<file path="src/rtl/serial_port_pkg.sv">
package serial_port_pkg;
  localparam int CTRL_RX_DONE = 0;
  localparam int CTRL_TX_DONE = 1;
  localparam int CTRL_RX_BIT9 = 2;
  localparam int CTRL_TX_BIT9 = 3;
  localparam int CTRL_RX_EN   = 4;
  localparam int CTRL_MODE_LO = 6;
  localparam logic ADDR_CTRL  = 1'b0;
  localparam logic ADDR_DATA  = 1'b1;

  typedef enum logic [1:0] {TX_IDLE, TX_WAIT, TX_SEND} tx_state_e;
  typedef enum logic [1:0] {RX_IDLE, RX_START, RX_DATA} rx_state_e;
endpackage

</file>
<file path="src/rtl/serial_tx.sv">
module serial_tx
  import serial_port_pkg::*;
#(
  parameter int DATA_W = 8
) (
  input  logic              clk_i,
  input  logic              rst_ni,
  input  logic              tick_i,
  input  logic              load_i,
  input  logic [DATA_W-1:0] data_i,
  input  logic              nine_i,
  input  logic              bit9_i,
  output logic              busy_o,
  output logic              done_o,
  output logic              tx_o
);
  localparam int FRAME_W = DATA_W + 3;
  localparam int CNT_W   = $clog2(FRAME_W + 1);

  tx_state_e          state_q;
  logic [FRAME_W-1:0] sh_q;
  logic [CNT_W-1:0]   cnt_q;
  logic               done_q;

  always_ff @(posedge clk_i or negedge rst_ni) begin
    if (!rst_ni) begin
      state_q <= TX_IDLE;
      sh_q    <= '1;
      cnt_q   <= '0;
      done_q  <= 1'b0;
    end else begin
      done_q <= 1'b0;
      unique case (state_q)
        TX_IDLE: if (load_i) begin
          state_q <= TX_WAIT;
          sh_q    <= {1'b1, (nine_i ? bit9_i : 1'b1), data_i, 1'b0};
          cnt_q   <= nine_i ? CNT_W'(FRAME_W) : CNT_W'(FRAME_W - 1);
        end
        // align the start bit to a full tick period
        TX_WAIT: if (tick_i) state_q <= TX_SEND;
        TX_SEND: if (tick_i) begin
          if (cnt_q == CNT_W'(1)) begin
            state_q <= TX_IDLE;
            done_q  <= 1'b1;
          end else begin
            sh_q  <= {1'b1, sh_q[FRAME_W-1:1]};
            cnt_q <= cnt_q - CNT_W'(1);
          end
        end
        default: state_q <= TX_IDLE;
      endcase
    end
  end

  assign busy_o = (state_q != TX_IDLE);
  assign done_o = done_q;
  assign tx_o   = (state_q == TX_SEND) ? sh_q[0] : 1'b1;

  assert_done_line_idle_R4: assert property (@(posedge clk_i) disable iff (!rst_ni)
    done_o |-> (tx_o && !busy_o));
  assert_busy_write_ignored_R4: assert property (@(posedge clk_i) disable iff (!rst_ni)
    (state_q == TX_SEND && load_i && !tick_i) |=> $stable(sh_q));
endmodule

</file>
<file path="src/rtl/serial_rx.sv">
module serial_rx
  import serial_port_pkg::*;
#(
  parameter int DATA_W = 8,
  parameter int OSR    = 16
) (
  input  logic              clk_i,
  input  logic              rst_ni,
  input  logic              tick_i,
  input  logic              en_i,
  input  logic              nine_i,
  input  logic              rx_i,
  output logic              done_o,
  output logic [DATA_W-1:0] data_o,
  output logic              bit9_o
);
  localparam int SH_W  = DATA_W + 3;
  localparam int OSR_W = $clog2(OSR);
  localparam int HALF  = OSR / 2;

  rx_state_e         state_q;
  logic [1:0]        sync_q;
  logic              rx_s;
  logic [SH_W-1:0]   sh_q, sh_next, preset;
  logic [OSR_W-1:0]  cnt_q;
  logic              done_q, bit9_q;
  logic [DATA_W-1:0] data_q;

  assign rx_s    = sync_q[1];
  assign sh_next = {rx_s, sh_q[SH_W-1:1]};
  // single zero marker; reaching bit 0 means the frame is complete
  assign preset  = nine_i ? ~(SH_W'(1) << (SH_W - 1)) : ~(SH_W'(1) << (SH_W - 2));

  always_ff @(posedge clk_i or negedge rst_ni) begin
    if (!rst_ni) begin
      sync_q  <= 2'b11;
      state_q <= RX_IDLE;
      sh_q    <= '1;
      cnt_q   <= '0;
      done_q  <= 1'b0;
      data_q  <= '0;
      bit9_q  <= 1'b0;
    end else begin
      sync_q <= {sync_q[0], rx_i};
      done_q <= 1'b0;
      if (!en_i) begin
        state_q <= RX_IDLE;
      end else if (tick_i) begin
        unique case (state_q)
          RX_IDLE: if (!rx_s) begin
            state_q <= RX_START;
            cnt_q   <= '0;
          end
          RX_START: begin
            if (cnt_q == OSR_W'(HALF - 1)) begin
              cnt_q   <= '0;
              sh_q    <= preset;
              state_q <= rx_s ? RX_IDLE : RX_DATA;
            end else begin
              cnt_q <= cnt_q + OSR_W'(1);
            end
          end
          RX_DATA: begin
            if (cnt_q == OSR_W'(OSR - 1)) begin
              cnt_q <= '0;
              if (!sh_next[0]) begin
                state_q <= RX_IDLE;
                if (sh_next[SH_W-1]) begin
                  done_q <= 1'b1;
                  data_q <= nine_i ? sh_next[DATA_W:1] : sh_next[DATA_W+1:2];
                  bit9_q <= nine_i ? sh_next[DATA_W+1] : sh_next[SH_W-1];
                end
              end else begin
                sh_q <= sh_next;
              end
            end else begin
              cnt_q <= cnt_q + OSR_W'(1);
            end
          end
          default: state_q <= RX_IDLE;
        endcase
      end
    end
  end

  assign done_o = done_q;
  assign data_o = data_q;
  assign bit9_o = bit9_q;

  assert_rx_disabled_R8: assert property (@(posedge clk_i) disable iff (!rst_ni)
    !en_i |=> (state_q == RX_IDLE && !done_o));
  assert_bad_stop_dropped_R9: assert property (@(posedge clk_i) disable iff (!rst_ni)
    (en_i && tick_i && state_q == RX_DATA && cnt_q == OSR_W'(OSR - 1) && !sh_next[0] && !rx_s)
      |=> (!done_o && $stable(data_o)));
endmodule

</file>
<file path="src/rtl/serial_port.sv">
module serial_port
  import serial_port_pkg::*;
#(
  parameter int DATA_W = 8,
  parameter int OSR    = 16
) (
  input  logic              clk_i,
  input  logic              rst_ni,
  input  logic              wr_en_i,
  input  logic              addr_i,
  input  logic [DATA_W-1:0] wdata_i,
  output logic [DATA_W-1:0] rdata_o,
  input  logic              tx_tick_i,
  input  logic              rx_tick_i,
  input  logic              rx_i,
  output logic              tx_o,
  output logic              irq_o
);
  logic [1:0]        mode_q;
  logic              rx_en_q, tx_bit9_q, rx_bit9_q, tx_done_q, rx_done_q;
  logic              ctrl_wr, data_wr, nine;
  logic              tx_busy, tx_done_p, rx_done_p, rx_bit9;
  logic [DATA_W-1:0] rx_data, ctrl_rd;
  logic              unused_wbit;

  assign ctrl_wr     = wr_en_i && (addr_i == ADDR_CTRL);
  assign data_wr     = wr_en_i && (addr_i == ADDR_DATA);
  assign nine        = mode_q[1];
  assign unused_wbit = wdata_i[5];

  always_ff @(posedge clk_i or negedge rst_ni) begin
    if (!rst_ni) begin
      mode_q    <= 2'b00;
      rx_en_q   <= 1'b0;
      tx_bit9_q <= 1'b0;
      rx_bit9_q <= 1'b0;
      tx_done_q <= 1'b0;
      rx_done_q <= 1'b0;
    end else begin
      if (ctrl_wr) begin
        mode_q    <= wdata_i[CTRL_MODE_LO+1:CTRL_MODE_LO];
        rx_en_q   <= wdata_i[CTRL_RX_EN];
        tx_bit9_q <= wdata_i[CTRL_TX_BIT9];
      end
      // hardware set wins over a same-cycle software write
      if (tx_done_p)    tx_done_q <= 1'b1;
      else if (ctrl_wr) tx_done_q <= wdata_i[CTRL_TX_DONE];
      if (rx_done_p)    rx_done_q <= 1'b1;
      else if (ctrl_wr) rx_done_q <= wdata_i[CTRL_RX_DONE];
      if (rx_done_p)    rx_bit9_q <= rx_bit9;
      else if (ctrl_wr) rx_bit9_q <= wdata_i[CTRL_RX_BIT9];
    end
  end

  always_comb begin
    ctrl_rd = '0;
    ctrl_rd[CTRL_MODE_LO+1:CTRL_MODE_LO] = mode_q;
    ctrl_rd[CTRL_RX_EN]   = rx_en_q;
    ctrl_rd[CTRL_TX_BIT9] = tx_bit9_q;
    ctrl_rd[CTRL_RX_BIT9] = rx_bit9_q;
    ctrl_rd[CTRL_TX_DONE] = tx_done_q;
    ctrl_rd[CTRL_RX_DONE] = rx_done_q;
  end

  assign rdata_o = (addr_i == ADDR_DATA) ? rx_data : ctrl_rd;
  assign irq_o   = tx_done_q | rx_done_q;

  serial_tx #(.DATA_W(DATA_W)) u_tx (
    .clk_i  (clk_i),
    .rst_ni (rst_ni),
    .tick_i (tx_tick_i),
    .load_i (data_wr),
    .data_i (wdata_i),
    .nine_i (nine),
    .bit9_i (tx_bit9_q),
    .busy_o (tx_busy),
    .done_o (tx_done_p),
    .tx_o   (tx_o)
  );

  serial_rx #(.DATA_W(DATA_W), .OSR(OSR)) u_rx (
    .clk_i  (clk_i),
    .rst_ni (rst_ni),
    .tick_i (rx_tick_i),
    .en_i   (rx_en_q),
    .nine_i (nine),
    .rx_i   (rx_i),
    .done_o (rx_done_p),
    .data_o (rx_data),
    .bit9_o (rx_bit9)
  );

  assert_rx_flag_sticky_R7: assert property (@(posedge clk_i) disable iff (!rst_ni)
    (rx_done_q && !ctrl_wr) |=> rx_done_q);
  assert_tx_flag_sticky_R7: assert property (@(posedge clk_i) disable iff (!rst_ni)
    (tx_done_q && !ctrl_wr) |=> tx_done_q);
  assert_write_starts_tx_R2: assert property (@(posedge clk_i) disable iff (!rst_ni)
    (data_wr && !tx_busy) |=> tx_busy);
endmodule

</file>
<file path="config.mk">
export PLATFORM = sky130hd
export DESIGN_NAME = serial_port
export DESIGN_NICKNAME = d
export VERILOG_FILES = /design/src/rtl/serial_port_pkg.sv /design/src/rtl/serial_tx.sv /design/src/rtl/serial_rx.sv /design/src/rtl/serial_port.sv
export SDC_FILE = /design/constraint.sdc
export NUM_CORES = 1
export LEC_CHECK = 0
export BUFFER_PORTS_ARGS = -buffer_cell sky130_fd_sc_hd__buf_4
export CAP_MARGIN = 20
export CORE_UTILIZATION = 45
export CTS_CLUSTER_SIZE = 20
export DETAILED_ROUTE_END_ITERATION = 7
export GPL_TIMING_DRIVEN = 0
export PLACE_DENSITY = 0.64
export RECOVER_POWER = 100
export SLEW_MARGIN = 20
export SYNTH_ARGS = -nofsm -noshare
export SYNTH_HDL_FRONTEND = slang
export SYNTH_SLANG_ARGS = --single-unit
</file>
<file path="constraint.sdc">
create_clock -name clk_i -period 1.85 [get_ports clk_i]
set_input_delay 0.2775 -clock clk_i [delete_from_list [all_inputs] [get_ports clk_i]]
set_output_delay 0.2775 -clock clk_i [all_outputs]
set_load 0.005 [all_outputs]
</file>
== Yosys cells after proc, flatten, opt, wreduce, memory -nomap -nowiden ==
Cells that the tools add are included.
Operators by class
  reduce and logical (&&, ||, !) cells: 16
  $add $sub $neg: 2
  bitwise gates (word level): 3
  mux-type cells: 51
  eq/ne operators: 21
Operators by type and width (number)
  11-bit 2-to-1 mux: 7
  11-bit case mux with 2 select lines: 2
  4-bit 2-to-1 mux: 6
  2-bit 2-to-1 mux: 11
  1-bit 2-to-1 mux: 19
  8-bit 2-to-1 mux: 2
  2-bit != test, second input constant: 6
  2-bit case mux with 3 select lines: 2
  4-bit case mux with 3 select lines: 1
  4-bit AND reduction: 3
  6-bit AND reduction: 2
  5-bit AND reduction: 2
  2-bit by 1-bit != test with 1-bit output, second input constant: 4
  4-bit case mux with 2 select lines: 1
  2-bit nonzero test: 4
  3-bit by 2-bit != test with 1-bit output, second input constant: 2
  3-bit != test, second input constant: 2
  4-bit by 1-bit adder with 4-bit output, second input constant: 1
  2-bit by 1-bit == test with 1-bit output, second input constant: 2
  2-bit == test, second input constant: 2
  4-bit by 1-bit == test with 1-bit output, second input constant: 1
  4-bit by 3-bit == test with 1-bit output, second input constant: 1
  4-bit == test, second input constant: 1
  2-bit zero test: 2
  other kinds (5): 7
Storage, ports and cells
  logic and storage cells: 111
  output and inout port bits: 10
  register bits: 54
  bits of input ports: 15

== Logic depth before layout (Yosys ltp) ==
Gate-level depths: netlist (run 1).
  depth in word-level cells: 6
  gate-level depth with buffers: 8
  mapped depth without buffers: 6

== Cells and area by module ==
Synthesis (run 1) repeated with hierarchy kept, for this count alone.
Second synthesis, totals
  cells, all modules: 244
  area total of the unflattened synthesis: 2773.9 sq um
Modules (own cells, without submodules)
  serial_rx: area each 1393.8 sq um, cells an instance 122, seq. area each 715.7 sq um, times used 1
  serial_tx: area each 943.4 sq um, cells an instance 82, seq. area each 437.9 sq um, times used 1
  serial_port: area each 436.7 sq um, cells an instance 40, seq. area each 175.2 sq um, times used 1

== Least setup slack after synthesis (run 1) ==
Ideal clock, no wire load.
  path type: flip-flop to flip-flop
  start: register u_rx.state_q[0]
  end: register u_rx.sh_q[2]
  path slack: -0.098 ns
  stages on the path, launching flop included: 9
  arrival time: 1.866 ns
  data required time: 1.768 ns
  setup time: 0.082 ns
  cells stage by stage: dfrtp_1 > inv_1 > ha_1 > buf_6 > mux2i_1 > a31oi_2 > or3_1 > buf_6 > mux2_4
Between the ends
  longest elaborated chain between the ends: 3
  elaborated cells on any way between the ends: 8
RTL lines
  from (decl): RTL line serial_rx.sv:21  | rx_state_e state_q;
  from (signal assigned): RTL line serial_rx.sv:58  | state_q <= rx_s ? RX_IDLE : RX_DATA;
  2-bit == test or 2-bit by 1-bit == test with 1-bit output (tied branches): RTL line serial_rx.sv:49  | unique case (state_q)
  2-bit by 1-bit != test with 1-bit output (no source line) or 2-bit nonzero test (tied branches)
  6-bit AND reduction (no source line)
  to (signal assigned): RTL line serial_rx.sv:57  | sh_q <= preset;
  to (signal assigned): RTL line serial_rx.sv:74  | sh_q <= sh_next;
  to (decl): RTL line serial_rx.sv:24  | logic [SH_W-1:0] sh_q, sh_next, preset;
Several ways; a longest one is shown, not always the timed one.
A chain may end at the register's enable or synchronous reset.

== Worst setup path in the final report (run 1) ==
  start: register u_rx.state_q[0]
  end: register u_rx.sh_q[4]
Same word-level chain as after synthesis.

==> results by group, run 1 <==
Pwr
  – Part of the power in registers: 49.5%
  – Clock share of power: 20.8%
  – Sw power: 1184 uW
  – Sw frac: 31.41%
  – LEAKAGE: 0.001434 uW
  – Logic pwr share: 29.7%
  – VDD IR-drop max: 0.6449 mV
  – Internal: 2587 uW
  – PwrDens: 1199 nW/um^2

Clocking
  – CTS buffer count: 5
  – CTS tree: done
  – Clk sinks: 52
  – Clk root buf: clkbuf_8
  – Clock latency at the later pin of the worst-skew pair: 0.31 ns
  – # hold bufs at CTS: 0
  – Clock H-tree levels: 2
  – Reg clk slew, reported paths: 0.09 ns
  – Clock Tree Buf Depth: 2

Detailed routing
  – ANT nets after route: 0
  – Final WL: 5.131 mm
  – DR pass1 iterations: 4
  – Iteration-0 DRC count of the detailed router: 66
  – Via count: 1848
  – DR WL/cell: 14.74 um
  – Drt drc: 0
  – Via density: 5.310

Synth
  – Yosys warns: 0
  – Yosys reg bits: 52
  – Cells after synthesis: 239
  – Post-synthesis sequential area ratio: 50.67%
  – Synth Net Count: 261
  – Syn Std Cell Area: 2623 sq um
  – Count of cell types in the netlist: 43
  – Syn Area/Cell: 10.97 sq um

Cells and area
  – Share of post-route cells with drive strength above 1: 35.14%
  – # diodes: 0
  – Nets: 297
  – Area delta synth->final: 19.90%
  – Fin cells: 348

Placement
  – Placed cell count: 335
  – Pre-CTS setup slack: -0.2785 ns
  – Gpl congestion: 0.7386
  – Detail Placement HPWL: 3.347 mm
  – Port buffer count: 24

Floorplanning
  – Initial core utilization: 47.05%
  – Die area: 6137 sq um
  – Row count: 27
  – Die width: 78.34 um
  – Core footprint: 5574 sq um
  – Die Span Y: 78.34 um
  – # IOs: 25

Status
  – Status: complete, no violations

STA
  – Fin crit share: 98.57%
  – Max_slew headroom: 15.28%
  – Slew @ Worst Pin: 1.271 ns
  – Setup ws final: 0.02640 ns
  – RSZ-0062 raised after global routing: yes
  – FMAX: 548.4 MHz
  – Final slew viol count: 0
  – Setup violators final: 0
  – Final Hold Violating Endpoints: 0
  – Layout Skew: 0.009151 ns
  – Tmin final: 1.824 ns
  – WHS: 0.07776 ns

Critical path
  – Critical path type: flip-flop to flip-flop
  – Worst-path fanout max: 5
  – Worst setup path startpoint: u_rx.state_q[0]
  – Required time worst endpoint: 2.09 ns
  – Worst setup SP type: flip-flop
  – CP endpoint kind: flip-flop
  – Worst R2R Start: u_rx.state_q[0]
  – Critical path arrival: 2.06 ns

Min path
  – Tightest Hold Check Type: input pin to flip-flop
  – Hold Path Origin: rx_i

GRT
  – First-pass GRT wire length: 8.783 mm
  – GR Overflow Total: 0
  – Largest net degree at the start of global routing: 53
  – GRT Overall Usage: 18.64%
  – Initial antenna violation count: 0
  – Vias in the first global route: 1741

Flow run
  – Max Cap Violations: 0
[cell type report]
cell class / instances / area [sq um]
fillers: 498 / 2430
flip-flops and latches: 52 / 1331
multi-input cells: 162 / 1259
repair buffers: 31 / 245.2
well taps: 72 / 90.09
clock buffers: 6 / 72.57
plain buffers: 9 / 55.05
inverters: 14 / 52.55
clock inverters: 2 / 38.79
[path summary, 6_finish.rpt]
| check | depth (start not counted) | slack (ns) | to |
|---|---|---|---|
| hold reg to reg | 0 | 0.36 | u_rx.sync_q[1] |
| min in group asynchronous | 1 | 0.24 | u_rx.data_o[0] |
| hold / removal | 1 | 0.08 | u_rx.sync_q[0] |
| max in group asynchronous | 1 | 0.76 | u_rx.state_q[1] |
| setup reg to reg | 7 | 0.03 | u_rx.sh_q[4] |
| setup / recovery | 7 | 0.03 | u_rx.sh_q[4] |
[timing repair]
action,CTS,global route
setup buffers,6,0
cloned,1,0
endpoints found under the setup margin,22,31
resized for setup,16,17
pin swaps,3,1
[Yosys cell counts]
cell type	instances	share of area, %
mux2_4	8	4.6
nand2b_1	3	0.72
a211oi_2	1	0.48
a22oi_1	1	0.29
nor2_1	28	4.0
nor4_1	2	0.48
o21ai_0	8	1.5
dfstp_2	22	22
or3_1	1	0.24
buf_6	2	0.86
a31o_2	2	0.67
nor3_2	1	0.38
nor2b_1	1	0.24
nand3_1	5	0.95
xor2_1	1	0.33
clkbuf_1	5	0.72
and2_1	1	0.24
mux2i_1	24	9.2
buf_1	1	0.14
or3b_1	1	0.33
mux2_1	4	1.7
a31oi_2	1	0.48
inv_1	14	2.0
ha_1	7	3.3
nand4b_1	2	0.67
nor3_1	1	0.19
o21ai_1	1	0.19
or2_2	1	0.24
and4bb_2	1	0.48
or2b_1	2	0.57
nand2_1	15	2.1
nand3b_1	2	0.57
a31oi_1	3	0.72
buf_2	3	0.57
o41ai_1	2	0.67
mux2_2	6	2.6
o211ai_1	1	0.29
nand4_1	3	0.72
dfrtp_1	30	29
a22o_1	1	0.33
nor3b_1	1	0.29
a211o_1	3	1.0
a21oi_1	17	3.2
[per-layer routing]
metal | part of all wire [%] | GRT usage [%]
met2 | 43 | 26.93
met3 | 3.1 | 3.488
met4 | 1.1 | 6.667
met5 | 0 | 0
met1 | 53 | 27.78
[worst max-delay path: stages (launching register included)]
cell	delay, ns
dfrtp_2	0.45
inv_2	0.10
ha_4	0.19
buf_6	0.13
mux2i_1	0.07
or3_4	0.39
buf_6	0.15
mux2_4	0.29
[placed cells by master (no fill, tap or decap), drive strengths merged, types with 2 or more instances in the layout]
cell,n
nor3,2
nand2,15
mux2i,24
nand2b,3
a211o,3
nand4,3
mux2,18
a31o,2
dfstp,22
o21ai,9
nand4b,2
a21oi,17
nor2,28
nand3,5
buf,25
o41ai,2
inv,15
ha,7
or2b,2
dfrtp,30
clkbuf,21
nor4,2
a31oi,4
nand3b,2
[cells by family after synthesis]
kind of cell,synth area share (%)
AND/OR/NAND/NOR,13.45
XOR/XNOR,0.3340
multiplexers,18.03
adder cells (fa/ha/maj),3.340
AO/OA/AOI/OAI,9.876
flip-flops,50.67
buffers and inverters,4.294
[power groups by stage]
stage	combinational [uW]	clock, uW	sequential [uW]
3_5_place_dp	1060	0	1850
3_3_place_gp	1050	0	1830
2_1_floorplan	828	0	1770
4_1_cts	1140	819	1830
6_report	1120	786	1870
5_1_grt	1250	856	1910
[registers in the layout (all words and copies together) (netlist names), 2 cells and up]
name and cells:
u_rx.state_q 2, u_tx.cnt_q 4, u_tx.state_q 2, u_rx.cnt_q 4, u_rx.data_o 8, u_rx.sync_q 2
u_rx.sh_q 10, mode_q 2, u_tx.sh_q 10
[stage by stage]
stage / utilization [%] / cell area (sq um) / total power, uW / TNS, ns
final: 56.41 / 3144 / 3771 / 0
after global routing: 56.41 / 3144 / 4012 / -0.3356
after CTS: 55.89 / 3115 / 3784 / -0.2119
after detailed placement: 51.94 / 2895 / 2910 / -3.785
after global placement: 51.94 / 2895 / 2886 / -2.977
after floorplan: - / 2625 / 2595 / -0.2485
No activity file was read; power rests on OpenSTA's default activity.
==> run 2, diff against run 1 <==
--- a/config.mk
+++ b/config.mk
@@ -7,11 +7,13 @@
 export LEC_CHECK = 0
 export BUFFER_PORTS_ARGS = -buffer_cell sky130_fd_sc_hd__buf_4
 export CAP_MARGIN = 20
-export CORE_UTILIZATION = 45
+export CELL_PAD_IN_SITES_DETAIL_PLACEMENT = 1
+export CELL_PAD_IN_SITES_GLOBAL_PLACEMENT = 2
+export CORE_UTILIZATION = 35
 export CTS_CLUSTER_SIZE = 20
 export DETAILED_ROUTE_END_ITERATION = 7
 export GPL_TIMING_DRIVEN = 0
-export PLACE_DENSITY = 0.64
+export PLACE_DENSITY = 0.73
 export RECOVER_POWER = 100
 export SLEW_MARGIN = 20
 export SYNTH_ARGS = -nofsm -noshare
==> run 2 against run 1 <==
Clock power fell by 12%. Clock skew rose by 0.0057 ns. Cell area rose by 0.56%. Hold slack got worse by 0.026 ns. First-iteration DRC count fell by 6.1%. Sequential cell count did not move. Cell count rose by 8.9%. Power fell by 1.3%.
==> results by group, run 2 (synthesized netlist as in run 1, its figures left out) <==
Clocking
  – Clock H-tree levels: 2
  – Reg clk slew, reported paths: 0.11 ns
  – Clk sinks: 52
  – Clock latency at the later pin of the worst-skew pair: 0.32 ns
  – Clk root buf: clkbuf_8
  – # hold bufs at CTS: 0
  – Clock Tree Buf Depth: 2
  – CTS tree: done
  – CTS buffer count: 5

Critical path
  – Worst setup SP type: flip-flop
  – Critical path type: flip-flop to flip-flop
  – Critical path arrival: 2.05 ns
  – CP endpoint kind: flip-flop
  – Worst-path fanout max: 5
  – Required time worst endpoint: 2.09 ns

Cells and area
  – # diodes: 0
  – Layout Utilization: 43.59%
  – Most frequent cells in the layout: buf_4, nor2_1, dfrtp_1
  – Nets: 301
  – Area delta synth->final: 20.56%
  – Most common cell after layout, fill and taps aside: buf_4
  – Share of post-route cells with drive strength above 1: 35.36%
  – Design area: 3162 sq um

STA
  – RSZ-0062 raised after global routing: yes
  – Fin crit share: 97.79%
  – Setup violators final: 0
  – Layout Skew: 0.01487 ns
  – Setup ws final: 0.04082 ns
  – Final slew viol count: 0
  – Slew @ Worst Pin: 1.314 ns
  – Final Hold Violating Endpoints: 0
  – Tmin final: 1.809 ns
  – Max_slew headroom: 12.41%
  – FMAX: 552.7 MHz

Detailed routing
  – Via count: 1874
  – Iteration-0 DRC count of the detailed router: 62
  – ANT nets after route: 0
  – Drt drc: 0
  – Via density: 4.945
  – DR WL/cell: 16.25 um
  – DR pass1 iterations: 4
  – Final WL: 6.157 mm

Pwr
  – LEAKAGE: 0.001440 uW
  – PwrDens: 1178 nW/um^2
  – VDD IR-drop max: 0.4246 mV

Flow run
  – Max Cap Violations: 0

Floorplanning
  – # IOs: 25
  – Row count: 31
  – Core footprint: 7253 sq um
  – Die area: 7843 sq um
  – Die Span Y: 88.56 um
  – Die width: 88.56 um
  – Initial core utilization: 36.16%

GRT
  – First-pass GRT wire length: 10.07 mm
  – Largest net degree at the start of global routing: 53
  – GRT Overall Usage: 17.11%
  – Vias in the first global route: 1899
  – Initial antenna violation count: 0
  – GR Overflow Total: 0

Placement
  – Pre-CTS setup slack: -0.3630 ns
  – Port buffer count: 24
  – Area post-placement: 2929 sq um
  – Gpl congestion: 0.7061
  – Detail Placement HPWL: 4.134 mm

Min path
  – Tightest Hold Check Type: input pin to flip-flop

Status
  – Status: complete, no violations
-- run 2: what timing repair did --
item                       CTS  global route
pin swaps                    3             5
gates resized for setup     13            16
setup endpoints to repair   31            33
gates cloned                 1             0
buffers inserted             6             4
-- run 2: worst paths after layout --
path | start | endpoint | slack, ns | depth (start not counted)
max in group asynchronous | rst_ni | u_rx.state_q[0] | 0.72 | 1
worst max-delay path | u_rx.state_q[1] | u_rx.sh_q[8] | 0.04 | 7
worst min register to register | u_rx.sync_q[0] | u_rx.sync_q[1] | 0.37 | 0
min in group asynchronous | rst_ni | u_rx.data_o[5] | 0.23 | 1
worst min-delay path | rx_i | u_rx.sync_q[0] | 0.05 | 1
worst max register to register | u_rx.state_q[1] | u_rx.sh_q[8] | 0.04 | 7
-- run 2: final cells by class --
cell class / instances / area [sq um]
fillers: 843 / 4091
flip-flops and latches: 52 / 1331
multi-input cells: 162 / 1235
repair buffers: 35 / 267.8
well taps: 99 / 123.9
clock buffers: 5 / 68.82
plain buffers: 9 / 61.31
inverters: 14 / 52.55
clock inverters: 3 / 21.27
-- run 2: where the power goes --
group	internal (uW)	total [uW]	switching, uW
Combinational	610	1160	553
Clock	270	690	420
Sequential	1590	1870	283
-- run 2: per-layer routing --
layer	vias to the layer above	part of all wire, %	global-route usage [%]
met5	-	0	0
met4	0	1.0	4.839
met3	7	2.3	2.892
met2	21	46	25.80
met1	937	51	25.25
li1	909	-	-
-- run 2: critical path, stage by stage (launching register included) --
cell and delay (ns):
dfrtp_2 0.42, inv_2 0.07, ha_4 0.16, mux2i_1 0.16
a31oi_2 0.12, or3_4 0.37, buf_8 0.15, mux2_4 0.29
-- run 2: through the flow --
step	setup TNS [ns]	hold WS (ns)	power, uW	instances
CTS	-0.3080	0.02070	3717	376
detailed placement	-5.054	0.3531	2965	362
finish	0	0.05226	3723	379
global route	-0.1650	0.04722	3960	379
floorplan	-0.2485	-0.01809	2595	239
global placement	-4.269	0.3477	2917	362
==> run 3, diff against run 2 <==
--- a/config.mk
+++ b/config.mk
@@ -9,11 +9,13 @@
 export CAP_MARGIN = 20
 export CELL_PAD_IN_SITES_DETAIL_PLACEMENT = 1
 export CELL_PAD_IN_SITES_GLOBAL_PLACEMENT = 2
-export CORE_UTILIZATION = 35
+export CORE_MARGIN = 1.5
+export CORE_UTILIZATION = 40
+export CTS_CLUSTER_DIAMETER = 40
 export CTS_CLUSTER_SIZE = 20
 export DETAILED_ROUTE_END_ITERATION = 7
 export GPL_TIMING_DRIVEN = 0
-export PLACE_DENSITY = 0.73
+export PLACE_DENSITY = 0.79
 export RECOVER_POWER = 100
 export SLEW_MARGIN = 20
 export SYNTH_ARGS = -nofsm -noshare
==> constraint.sdc (replaced) <==
create_clock -name clk_i -period 2.3 [get_ports clk_i]
set_input_delay 0.345 -clock clk_i [delete_from_list [all_inputs] [get_ports clk_i]]
set_output_delay 0.345 -clock clk_i [all_outputs]
set_load 0.005 [all_outputs]
==> run 3 against run 2 <==
Register-to-register slack better by 0.14 ns. Non-clock buffer count down 9. Critical path type unchanged. First-iteration DRC count down 53%. Die area down 10%. Cell count down 8.2%. Sequential power down 21%. Clock power down 21%.
==> results by group, run 3 (synthesized netlist as in run 1, its figures left out) <==
Status
  – Status: complete, no violations

Clocking
  – Clk sinks: 52
  – Reg clk slew, reported paths: 0.10 ns
  – Clock latency at the later pin of the worst-skew pair: 0.31 ns
  – CTS buffer count: 5
  – Post-CTS setup buffers: 0
  – Post_cts resized: 0
  – Clk root buf: clkbuf_8
  – Clock H-tree levels: 2
  – Clock Tree Buf Depth: 2
  – CTS tree: done
  – # hold bufs at CTS: 0

Placement
  – Detail Placement HPWL: 4.139 mm
  – Port buffer count: 24
  – Gpl congestion: 0.7043

Pwr
  – LEAKAGE: 0.001305 uW
  – PwrDens: 963.1 nW/um^2
  – VDD IR-drop max: 0.4777 mV

Detailed routing
  – Final WL: 5.659 mm
  – Drt drc: 0
  – DR pass1 iterations: 4
  – Iteration-0 DRC count of the detailed router: 29
  – Via density: 5.302
  – DR WL/cell: 16.26 um
  – ANT nets after route: 0
  – Via count: 1845

STA
  – Slew @ Worst Pin: 1.323 ns
  – Tmin final: 2.118 ns
  – Setup violators final: 0
  – Final Hold Violating Endpoints: 0
  – Max_slew headroom: 11.80%
  – Fin crit share: 92.11%
  – Final slew viol count: 0
  – FMAX: 472.0 MHz
  – WHS: 0.1352 ns
  – RSZ-0062 raised after global routing: no
  – Setup_tns: 0 ns
  – Layout Skew: 0.007760 ns

Cells and area
  – Most frequent cells in the layout: dfrtp_1, nor2_1, mux2i_1
  – Most common cell after layout, fill and taps aside: dfrtp_1
  – # diodes: 0
  – Fillers: 721
  – FF+latch area: 1329 sq um
  – Share of post-route cells with drive strength above 1: 25.09%
  – Nets: 292
  – Area delta synth->final: 12.50%
  – Area of the multi-input gates: 1146 sq um

GRT
  – GR Overflow Total: 0
  – Initial antenna violation count: 0
  – First-pass GRT wire length: 9.729 mm
  – Largest net degree at the start of global routing: 53
  – GRT Overall Usage: 17.28%
  – Vias in the first global route: 1922

Critical path
  – CP endpoint kind: flip-flop
  – Worst-path fanout max: 9
  – Worst setup SP type: flip-flop
  – Critical path arrival: 2.35 ns
  – Critical path type: flip-flop to flip-flop
  – Required time worst endpoint: 2.53 ns

Floorplanning
  – Die area: 7051 sq um
  – Die Span Y: 83.97 um
  – Core footprint: 6350 sq um
  – # IOs: 25
  – Initial core utilization: 41.30%
  – Die width: 83.97 um
  – Row count: 29

Flow run
  – Max Cap Violations: 0

Min path
  – Tightest Hold Check Type: input pin to flip-flop
## run 3: layout make-up
type | count | area share [%]
sequential | 52 | 45.04
multi-input combinational | 162 | 38.85
timing repair buffer | 24 | 5.895
tap | 77 | 3.265
clock buffer | 5 | 2.332
buffer | 11 | 1.993
inverter | 14 | 1.781
clock inverter | 3 | 0.8482
## run 3: power by group
| group | switching, uW | leakage (uW) | internal [uW] |
|---|---|---|---|
| Combinational | 444 | 0.000638 | 371 |
| Sequential | 205 | 0.000622 | 1280 |
| Clock | 324 | 0.0000452 | 222 |
| Total | 973 | 0.00131 | 1870 |
## run 3: worst paths after layout
check	start	endpoint	slack (ns)	cells past startpoint
hold reg to reg	u_rx.sync_q[0]	u_rx.sync_q[1]	0.36	0
max in group asynchronous	rst_ni	u_rx.data_o[7]	1.19	1
hold / removal	rx_i	u_rx.sync_q[0]	0.14	1
setup reg to reg	u_rx.state_q[0]	u_rx.sh_q[9]	0.18	8
min in group asynchronous	rst_ni	u_rx.data_o[0]	0.32	1
setup / recovery	u_rx.state_q[0]	u_rx.sh_q[9]	0.18	8
## run 3: metal layers
| layer | track usage (%) | up-vias | routed length [um] |
|---|---|---|---|
| met5 | 0 | - | 0 |
| li1 | - | 893 | - |
| met2 | 28.08 | 19 | 2711 |
| met3 | 3.165 | 6 | 134 |
| met4 | 4.024 | 0 | 53 |
| met1 | 24.11 | 927 | 2759 |
## run 3: worst max-delay path, stage by stage, from the launching register on
cell	delay, ns
dfrtp_1	0.41
inv_1	0.08
ha_1	0.20
buf_6	0.14
mux2i_1	0.15
a31oi_2	0.19
or3_1	0.39
buf_6	0.16
mux2_1	0.33
## run 3: per-stage QoR
step	utilization (%)	instance area (sq um)	instances	power (uW)	setup slack, ns
after floorplan	-	2623	239	2087	0.3521
after global placement	45.66	2899	340	2343	0.1861
after detailed placement	45.66	2899	340	2387	0.1988
after CTS	47.13	2993	348	2950	0.1876
after global routing	46.46	2950	348	3050	0.08006
final	46.46	2950	348	2842	0.1815
